--- config.mk ---
export PLATFORM = sky130hd
export DESIGN_NAME = floored_mod
export DESIGN_NICKNAME = d
export VERILOG_FILES = /design/src/rtl/fmod_pkg.sv /design/src/rtl/fm_fold_stage.sv /design/src/rtl/fm_sub_stage.sv /design/src/rtl/floored_mod.sv
export SDC_FILE = /design/constraint.sdc
export NUM_CORES = 1
export LEC_CHECK = 0
export BUFFER_PORTS_ARGS = -buffer_cell sky130_fd_sc_hd__buf_2
export CELL_PAD_IN_SITES_DETAIL_PLACEMENT = 2
export CELL_PAD_IN_SITES_GLOBAL_PLACEMENT = 2
export CORE_ASPECT_RATIO = 2
export CORE_MARGIN = 1
export CORE_UTILIZATION = 42
export CTS_CLUSTER_SIZE = 8
export DETAILED_ROUTE_END_ITERATION = 12
export PLACE_DENSITY_LB_ADDON = 0.1
export SYNTH_ARGS = -nofsm -noshare
export SYNTH_HDL_FRONTEND = slang
export SYNTH_HIERARCHICAL = 1
export SYNTH_SLANG_ARGS = --single-unit
--- constraint.sdc ---
create_clock -name clk -period 5.2 [get_ports clk]
set_input_delay 0.52 -clock clk [delete_from_list [all_inputs] [get_ports clk]]
set_output_delay 0.52 -clock clk [all_outputs]
set_load 0.05 [all_outputs]
--- src/rtl/fmod_pkg.sv ---
`timescale 1ns/1ps
package fmod_pkg;
  // Smallest k such that k*m covers the magnitude of the most negative input.
  function automatic int unsigned fm_fold_mult(int unsigned in_w, int unsigned m);
    return ((32'd1 << (in_w - 1)) + m - 1) / m;
  endfunction
endpackage

--- src/rtl/fm_fold_stage.sv ---
`timescale 1ns/1ps
module fm_fold_stage #(
  parameter int unsigned IN_W = 16,
  parameter int unsigned VW   = 16,
  parameter int unsigned SPAN = 38604
) (
  input  logic                   clk,
  input  logic                   rst_n,
  input  logic                   en,
  input  logic                   in_valid,
  input  logic signed [IN_W-1:0] in_data,
  output logic                   out_valid,
  output logic [VW-1:0]          out_data
);
  localparam logic [VW-1:0] SPAN_V = VW'(SPAN);

  logic [IN_W-1:0] magnitude;
  logic [VW-1:0]   folded;

  // A negative y maps to SPAN - |y|, which is in [0, SPAN) and congruent to y.
  assign magnitude = IN_W'(~in_data + 1'b1);
  assign folded    = in_data[IN_W-1] ? (SPAN_V - VW'(magnitude))
                                     : VW'($unsigned(in_data));

  always_ff @(posedge clk) begin
    if (!rst_n)  out_valid <= 1'b0;
    else if (en) out_valid <= in_valid;
  end

  always_ff @(posedge clk) begin
    if (en) out_data <= folded;
  end
endmodule

--- src/rtl/fm_sub_stage.sv ---
`timescale 1ns/1ps
module fm_sub_stage #(
  parameter int unsigned VW  = 16,
  parameter int unsigned SUB = 12868
) (
  input  logic          clk,
  input  logic          rst_n,
  input  logic          en,
  input  logic          in_valid,
  input  logic [VW-1:0] in_data,
  output logic          out_valid,
  output logic [VW-1:0] out_data
);
  localparam logic [VW-1:0] SUB_V = VW'(SUB);

  logic [VW-1:0] reduced;
  assign reduced = (in_data >= SUB_V) ? (in_data - SUB_V) : in_data;

  always_ff @(posedge clk) begin
    if (!rst_n)  out_valid <= 1'b0;
    else if (en) out_valid <= in_valid;
  end

  always_ff @(posedge clk) begin
    if (en) out_data <= reduced;
  end
endmodule

--- src/rtl/floored_mod.sv ---
`timescale 1ns/1ps
module floored_mod #(
  parameter int unsigned IN_W  = 16,
  parameter int unsigned MOD   = 12868,
  parameter int unsigned OUT_W = $clog2(MOD)
) (
  input  logic                   clk,
  input  logic                   rst_n,
  input  logic                   in_valid,
  output logic                   in_ready,
  input  logic signed [IN_W-1:0] in_data,
  output logic                   out_valid,
  input  logic                   out_ready,
  output logic [OUT_W-1:0]       out_data
);
  import fmod_pkg::*;

  localparam int unsigned FOLD  = fm_fold_mult(IN_W, MOD);
  localparam int unsigned NSTEP = $clog2(FOLD);
  localparam int unsigned SPAN  = FOLD * MOD;
  localparam int unsigned VW    = $clog2(SPAN);

  logic [VW-1:0] st_d [0:NSTEP];
  logic          st_v [0:NSTEP];
  logic          adv;

  // The whole pipeline moves together unless a result waits at the output.
  assign adv      = out_ready | ~st_v[NSTEP];
  assign in_ready = adv;

  fm_fold_stage #(.IN_W(IN_W), .VW(VW), .SPAN(SPAN)) u_fold (
    .clk(clk), .rst_n(rst_n), .en(adv),
    .in_valid(in_valid), .in_data(in_data),
    .out_valid(st_v[0]), .out_data(st_d[0])
  );

  // Stage g strips MOD * 2^(NSTEP-1-g); after it the value is below that bound.
  for (genvar g = 0; g < NSTEP; g++) begin : g_sub
    fm_sub_stage #(.VW(VW), .SUB(MOD << (NSTEP - 1 - g))) u_sub (
      .clk(clk), .rst_n(rst_n), .en(adv),
      .in_valid(st_v[g]), .in_data(st_d[g]),
      .out_valid(st_v[g+1]), .out_data(st_d[g+1])
    );
  end

  assign out_valid = st_v[NSTEP];
  assign out_data  = st_d[NSTEP][OUT_W-1:0];
endmodule

==> results of run 1 <==
[registers in the layout (all words and copies together), names as in the netlist]
| register | cells |
|---|---|
| g_sub.u_sub/out_data | 30 |
| g_sub.u_sub/out_valid | 2 |
| u_fold/out_data | 16 |
| u_fold/out_valid | 1 |
[final timing paths]
path,start,to,slack [ns],depth (start not counted)
worst max register to register,g_sub[0].u_sub/out_data[2],g_sub[1].u_sub/out_data[11],3.04,7
worst max-delay path,g_sub[0].u_sub/out_data[2],g_sub[1].u_sub/out_data[11],3.04,7
worst min register to register,u_fold/out_data[0],g_sub[0].u_sub/out_data[0],0.42,0
worst min-delay path,in_data[1],u_fold/out_data[1],0.41,1
[report_power, final]
group / switching, uW / internal, uW / leakage, uW / total, uW
sequential: 62.9 / 539 / 0.000513 / 602
clock: 139 / 178 / 0.0000631 / 317
combinational: 284 / 124 / 0.000590 / 408
[stage by stage]
step / cells / total power [uW] / setup WS, ns / hold slack, ns / utilization [%]
after floorplan: 212 / 919.0 / 2.565 / 0.4003 / -
after global placement: 307 / 1009 / 3.080 / 0.4024 / 47.65
after detailed placement: 307 / 1020 / 3.017 / 0.4062 / 47.65
after CTS: 315 / 1344 / 2.998 / 0.4008 / 50.06
after global routing: 315 / 1386 / 2.785 / 0.4023 / 50.06
final: 315 / 1326 / 3.043 / 0.4080 / 50.06
[cells in the final DEF (no fill, tap or decap), types with 2 or more instances in the layout]
cell        instances
mux2i_1             4
a31oi_1             3
nand3b_1            3
o2bb2ai_1           2
xor2_1              8
o211ai_2            2
nor2_1             12
nand2_1            17
edfxtp_1           46
buf_2              35
a211o_1             3
inv_1              10
o21ai_1             9
nor2b_1             3
nor3b_2             2
o211ai_1            3
nor3b_1             2
ha_1                5
clkbuf_16           5
xnor2_1            22
o21ai_0             3
o31ai_1             3
nand2b_1            4
a21o_1              3
clkinvlp_4          2
dfxtp_1             3
a21oi_1            13
[cell type report]
cell class                      count  area (um^2)
Clock buffer                        6        128.9
Clock inverter                      2        15.01
Fill cell                         613         2974
Inverter                           10        37.54
Multi-Input combinational cell    149         1097
Sequential cell                    49         1441
Tap cell                           63        78.83
Timing Repair Buffer               36        182.7
[per-layer routing]
metal,up-vias,track usage (%)
met5,-,0
met2,29,38.45
met4,0,7.805
li1,860,-
met1,880,14.63
met3,7,2.971
==> results.cfg, run 1 <==
[status]
outcome = complete, but fails checks
violations = design-rule violations

[timing]
hold_violations = 0
rsz0062_at_grt = false
fin_crit_sh_pct = 41.48
maxSlewViolCount = 0
setup_viol = 0
slew-limit-headroom_pct = 57.45
worst_clock_skew_ns = 0.005480
max_slew.worst_pin.slew_ns = 0.6383
max_freq_mhz = 463.7
setup_tns_ns = 0
min_period_ns = 2.157

[clock_tree]
htreeDepth = 2
cts_tree = done
post_cts_buffers = 0
clk_latency_ns = 0.29
cts_num_sinks = 49
clockRootBuffer = clkbuf_16
cts.repair.resized = 0
cts_buffer_depth = 2
cts_hold_buffers = 0
clkSlewWorstSetupHoldPaths_ns = 0.07
cts_buffers = 5

[drt]
drtIter0Drc = 29
wl_per_cell_um = 17.28
drt-pass1-iter-count = 7
wl_met3_um = 119
viasPerCell = 5.638
top_layer = met4
wirelength_mm = 5.443
drc = 2
drtAntennaViolNets = 0
vias = 1776
wl_met2_mm = 3.447
wl_met1_mm = 1.743

[critical_path]
critPathKind = reg2reg
crit_slowest_cell = edfxtp_1
critPathBufInv = 1
worst_ep_arrival_time_ns = 2.18
crit_chain = inv_1, ha_1, nor4b_2, o21ai_1, a41oi_2, a211oi_1, xor2_1
critical_path_required_ns = 5.23
critPathMaxStageDelay_ns = 0.48
start_kind = register
crit_family = compound AO/OA/AOI/OAI gates
critPathCaptureType = register
crit_path_max_fanout = 5

[floorplan]
die_area_um2 = 6510
rows = 40
chipWidth_um = 57.56
dieHeight_um = 113.1
start_util_pct = 43.53
coreArea_um2 = 5956
ios = 36

[global_route]
grt_max_degree = 51
grt_pass1_wl_mm = 8.790
grt_antenna_before_repair = 0
grt.overflow.total = 0
grt_pass1_vias = 1922
grt_usage_pct = 18.07

[finish]
area_growth_pct = 15.01
drive_gt1_share_pct = 24.21
fin_area_um2 = 2982
diodes = 0
nets = 276

[power]
p_leak_uw = 0.001166
p_per_area_nw_per_um2 = 444.9
vdd_drop_max_uv = 190.3

[run]
cap_violations = 0

[logic_synthesis]
synth.cell_area_um2 = 2592
yosysWarnings = 6
syn_nets = 237
synthCells = 212
avgSynthCellArea_um2 = 12.23

[place]
routabilityCongestion = 0.7364
dp_hpwl_mm = 4.156
port-buffer-count = 35
place_area_um2 = 2838

[min_path]
hold_class = in2reg
Note: power is estimated with default switching activity, not from simulation.
==> run 2: changes to the inputs <==
- CORE_UTILIZATION: 42 -> 35
- clock period: 5.2 -> 1.8 ns (I/O delays scaled with it)
==> run 2 against run 1 <==
  * Sequential share of layout area is 6.7 points lower
  * Cell count is 21% higher
  * Final area is 16% higher
  * Non-clock buffer count is 38 higher
  * Worst hold slack worse by 0.34 ns
  * Flip-flop and latch count stayed put
  * Largest power group unchanged
  * Critical path type unchanged
  * Critical endpoint unchanged
  * Wire length is 19% higher
  * Highest routed layer unchanged
  * The flow finishes with violations (negative setup slack)
  * Global-route usage is 0.32 points lower
  * Die area is 19% higher
==> results.cfg, run 2 (synthesized netlist as in run 1, its figures left out) <==
[timing]
slew-limit-headroom_pct = 63.19
max_freq_mhz = 524.5
maxSlewViolCount = 0
hold_violations = 0
setup_viol = 6
min_period_ns = 1.906
max_slew.worst_pin.slew_ns = 0.5521
fin_crit_sh_pct = 105.9
rsz0062_at_grt = true
setup_tns_ns = -0.3918
fin_ws_ns = -0.1064
worst_clock_skew_ns = 0.002870

[power]
power_uw = 4317
p_leak_uw = 0.001394
p_per_area_nw_per_um2 = 1248
vdd_drop_max_uv = 481.6

[finish]
top_register = g_sub.u_sub/out_data
fin_cells = 382
most-common-layout-cells = 46 x edfxtp_1, 35 x buf_4, 35 x buf_2
area_growth_pct = 33.45
final_common_cell = edfxtp_1
largest_reg_flops = 30
largestRegisters = g_sub.u_sub/out_data (30), u_fold/out_data (16), g_sub.u_sub/out_valid (2)
nets = 314
fillers = 751
diodes = 0
drive_gt1_share_pct = 39.31

[global_route]
grt_antenna_before_repair = 0
grt.overflow.total = 0
grt_pass1_wl_mm = 10.20
grt_max_degree = 26
grt_pass1_vias = 2020
grt_usage_pct = 17.75

[status]
violations = negative setup slack
outcome = complete, but fails checks

[critical_path]
crit_chain = buf_6, o41ai_4, nand2_2, buf_4, a211oi_2, xor2_1
worst_ep_arrival_time_ns = 1.94
critical_path_required_ns = 1.84
critPathMaxStageDelay_ns = 0.47
critPathCaptureType = register
endpoint = g_sub[1].u_sub/out_data[11]
critPathKind = reg2reg
crit_path_max_fanout = 4
reg2reg_setup_slack_ns = -0.11
r2r-end = g_sub[1].u_sub/out_data[11]
r2r_start = g_sub[0].u_sub/out_data[2]
critPathLaunch = g_sub[0].u_sub/out_data[2]
ff2ff_path_depth = 6
crit_slowest_cell = o41ai_4
start_kind = register

[floorplan]
die_area_um2 = 7776
chipWidth_um = 62.86
ios = 36
start_util_pct = 35.95
dieHeight_um = 123.7
coreArea_um2 = 7212
rows = 44

[run]
cap_violations = 0

[drt]
viasPerCell = 5.118
vias = 1955
drc = 0
drtIter0Drc = 68
drt-pass1-iter-count = 4
drtAntennaViolNets = 0
wl_per_cell_um = 16.95
wirelength_mm = 6.474

[place]
dp.cells = 361
port-buffer-count = 35
routabilityCongestion = 0.7708
dp_hpwl_mm = 4.798

[clock_tree]
clockRootBuffer = clkbuf_16
clkSlewWorstSetupHoldPaths_ns = 0.07
htreeDepth = 2
cts_hold_buffers = 0
cts_buffer_depth = 2
cts_tree = done
clk_latency_ns = 0.29
cts_num_sinks = 49
cts_buffers = 5

[min_path]
hold_class = in2reg
[run 2: layout make-up]
type / count / area [um^2] / area share (%)
inverter: 10 / 37.54 / 1.085
clock inverter: 2 / 33.78 / 0.9765
timing repair buffer: 74 / 491.7 / 14.21
sequential: 49 / 1441 / 41.66
tap: 92 / 115.1 / 3.327
clock buffer: 6 / 128.9 / 3.725
multi-input combinational: 149 / 1211 / 35.01
[run 2: power breakdown]
group	total (uW)	switching, uW	internal [uW]
combinational	1570	993	575
clock	1060	406	652
sequential	1690	137	1550
total	4320	1540	2780
[run 2: through the flow]
stage / cell area, um^2 / hold slack [ns] / utilization, % / setup WS, ns
2_1_floorplan: 2614 / 0.2789 / - / 0.01676
3_3_place_gp: 3090 / 0.3578 / 42.85 / -0.09025
3_5_place_dp: 3090 / 0.3735 / 42.85 / -0.2272
4_1_cts: 3362 / 0.06484 / 46.62 / -0.09669
5_1_grt: 3460 / 0.06312 / 47.97 / -0.1534
6_report: 3460 / 0.06883 / 47.97 / -0.1064
[run 2: worst min-delay path by stage]
| stage | start | to | slack, ns | cells after the start |
|---|---|---|---|---|
| after floorplan | in_data[0] | u_fold/out_data[0] | 0.28 | 0 |
| after global placement | in_data[1] | u_fold/out_data[1] | 0.36 | 1 |
| after detailed placement | in_data[0] | u_fold/out_data[0] | 0.37 | 1 |
| after CTS | in_data[1] | u_fold/out_data[1] | 0.06 | 1 |
| after global routing | in_data[1] | u_fold/out_data[1] | 0.06 | 1 |
| final | in_data[1] | u_fold/out_data[1] | 0.07 | 1 |
[run 2: repair_timing]
action,CTS,global route
buffers inserted,4,9
gates resized for setup,16,7
setup endpoints to repair,18,24
pin swaps,9,14
[run 2: metal layers]
metal	part of all wire [%]	GRT usage, %	up-vias
li1	-	-	935
met1	34	15.69	970
met2	61	37.09	37
met3	1.9	2.564	13
met4	3.6	9.302	0
met5	0	0	-
[run 2: worst max-delay path: cells and delay by family (launching register included)]
| family | cells | cell delay [ns] |
|---|---|---|
| buf+inv | 2 | 0.31 |
| flops | 1 | 0.44 |
| simple gates | 1 | 0.14 |
| compound gates | 2 | 0.67 |
| xor+xnor | 1 | 0.09 |
==> run 3: changes to the inputs <==
- SETUP_SLACK_MARGIN: default -> 0.5
==> run 3 against run 2 <==
  * The flow still finishes with violations (negative setup slack)
  * Worst hold slack worse by 0.0079 ns
  * Maximum frequency is 0.13% higher
  * Flip-flop and latch count did not move
  * Sequential share of layout area fell by 2.8 points
  * Largest power group is now combinational cells
  * Highest routed layer unchanged
==> results.cfg, run 3 (synthesized netlist as in run 1, its figures left out) <==
[finish]
multi_input_area_um2 = 1370
diodes = 0
final_common_cell = edfxtp_1
fin_cells = 394
area_growth_pct = 43.48
top_register = g_sub.u_sub/out_data
drive_gt1_share_pct = 48.01
fillers = 718
nets = 326
largestRegisters = g_sub.u_sub/out_data (30), u_fold/out_data (16), g_sub.u_sub/out_valid (2)
most-common-layout-cells = 46 x edfxtp_1, 43 x buf_4, 34 x buf_2
register_area_um2 = 1445
largest_reg_flops = 30

[place]
dp.cells = 360
port-buffer-count = 35
post-place-ws_ns = -0.1322
dp_hpwl_mm = 4.781
routabilityCongestion = 0.8191

[floorplan]
dieHeight_um = 123.7
rows = 44
chipWidth_um = 62.86
ios = 36
coreArea_um2 = 7212
die_area_um2 = 7776
start_util_pct = 35.95

[critical_path]
critPathKind = reg2reg
critPathBufInv = 1
start_kind = register
crit_chain = inv_2, ha_4, or3b_4, a21oi_4, o21ai_2, xnor2_1
crit_path_max_fanout = 3
critPathCaptureType = register
crit_slowest_cell = edfxtp_1
worst_ep_arrival_time_ns = 1.94
critPathMaxStageDelay_ns = 0.49
crit_family = flip-flops
critical_path_required_ns = 1.84

[timing]
rsz0062_at_grt = true
hold_slack_ns = 0.06090
fin_crit_sh_pct = 105.8
fin_ws_ns = -0.1040
maxSlewViolCount = 0
setup_viol = 12
hold_violations = 0
max_freq_mhz = 525.2
max_slew.worst_pin.slew_ns = 0.4747
min_period_ns = 1.904
worst_clock_skew_ns = 0.004299
slew-limit-headroom_pct = 68.21

[power]
power_uw = 4403
p_per_area_nw_per_um2 = 1184
p_sw_uw = 1671
p_sw_share_pct = 37.96
pwr-share-comb_pct = 40.1
seqPwrFrac_pct = 38.7
clkPwrFrac_pct = 21.2
p_int_uw = 2732
vdd_drop_max_uv = 472.0
p_leak_uw = 0.001498

[drt]
vias = 2064
drc = 0
drtIter0Drc = 53
wl_per_cell_um = 20.15
wirelength_mm = 7.938
drtAntennaViolNets = 0
viasPerCell = 5.239
drt-pass1-iter-count = 4

[min_path]
hold_class = in2reg

[status]
violations = negative setup slack
outcome = complete, but fails checks

[clock_tree]
cts_buffers = 5
cts_hold_buffers = 0
cts_num_sinks = 49
cts_buffer_depth = 2
cts_tree = done
htreeDepth = 2
clkSlewWorstSetupHoldPaths_ns = 0.07
clk_latency_ns = 0.29
clockRootBuffer = clkbuf_16

[run]
cap_violations = 0

[global_route]
grt.overflow.total = 0
grt_max_degree = 18
grt_usage_pct = 19.19
grt_pass1_wl_mm = 10.97
grt_antenna_before_repair = 0
grt_pass1_vias = 2167
run 3: cell count changes in the layout (fill, tap and decap cells not counted), moves of 3 or more:
cell,delta
o21ai_1,-4
buf_4,+8
o21ai_4,+3
xnor2_2,+3
xnor2_1,-3
run 3: worst paths after layout:
kind / start / endpoint / slack (ns) / cells after the start
min: in_data[1] / u_fold/out_data[1] / 0.06 / 1
max: u_fold/out_data[4] / g_sub[0].u_sub/out_data[9] / -0.10 / 6
min reg2reg: u_fold/out_data[0] / g_sub[0].u_sub/out_data[0] / 0.44 / 0
max reg2reg: u_fold/out_data[4] / g_sub[0].u_sub/out_data[9] / -0.10 / 6
run 3: worst register-to-register path, delay by kind of cell, from the launching register on:
kind	cells	cell delay [ns]
DFF	1	0.49
and+or+nand+nor	1	0.42
AOI/OAI and AO/OA	2	0.29
adders and majority gates	1	0.17
buffers and inverters	1	0.14
xor gates and xnor gates	1	0.14
run 3: what timing repair did:
item | 4_1_cts | 5_1_grt
endpoints found under the setup margin | 26 | 27
pin swaps | 7 | 8
buffers inserted | 14 | 11
hold endpoints to repair | 0 | 0
gates resized for setup | 22 | 22
gates cloned | 1 | 0
run 3: power by group through the flow:
stage / logic, uW / clock network [uW] / registers [uW]
after floorplan: 506 / 0 / 2190
after global placement: 1400 / 0 / 1700
after detailed placement: 1430 / 0 / 1710
after CTS: 1570 / 955 / 1690
after global routing: 1870 / 996 / 1730
final: 1770 / 932 / 1710
run 3: layout make-up:
type | count | area share, %
Clock buffer | 5 | 3.364
Clock inverter | 3 | 0.4709
Inverter | 10 | 1.009
Multi-Input combinational cell | 150 | 36.83
Sequential cell | 49 | 38.85
Tap cell | 92 | 3.095
Timing Repair Buffer | 85 | 16.38
run 3: per-stage QoR:
| step | instance area (um^2) | TNS (ns) | util, % |
|---|---|---|---|
| detailed placement | 3126 | -1.264 | 43.34 |
| CTS | 3516 | -0.2104 | 48.75 |
| finish | 3720 | -0.5534 | 51.58 |
| global route | 3720 | -1.925 | 51.58 |
| global placement | 3126 | -0.5616 | 43.34 |
| floorplan | 2660 | 0 | - |
run 3: per-layer routing:
layer  vias to the layer above  track usage (%)  share of wire [%]
li1                        963                -                  -
met1                      1041            15.85                 31
met2                        46            41.78                 63
met3                        14            3.022                2.2
met4                         0            8.866                3.2
met5                         -                0                  0
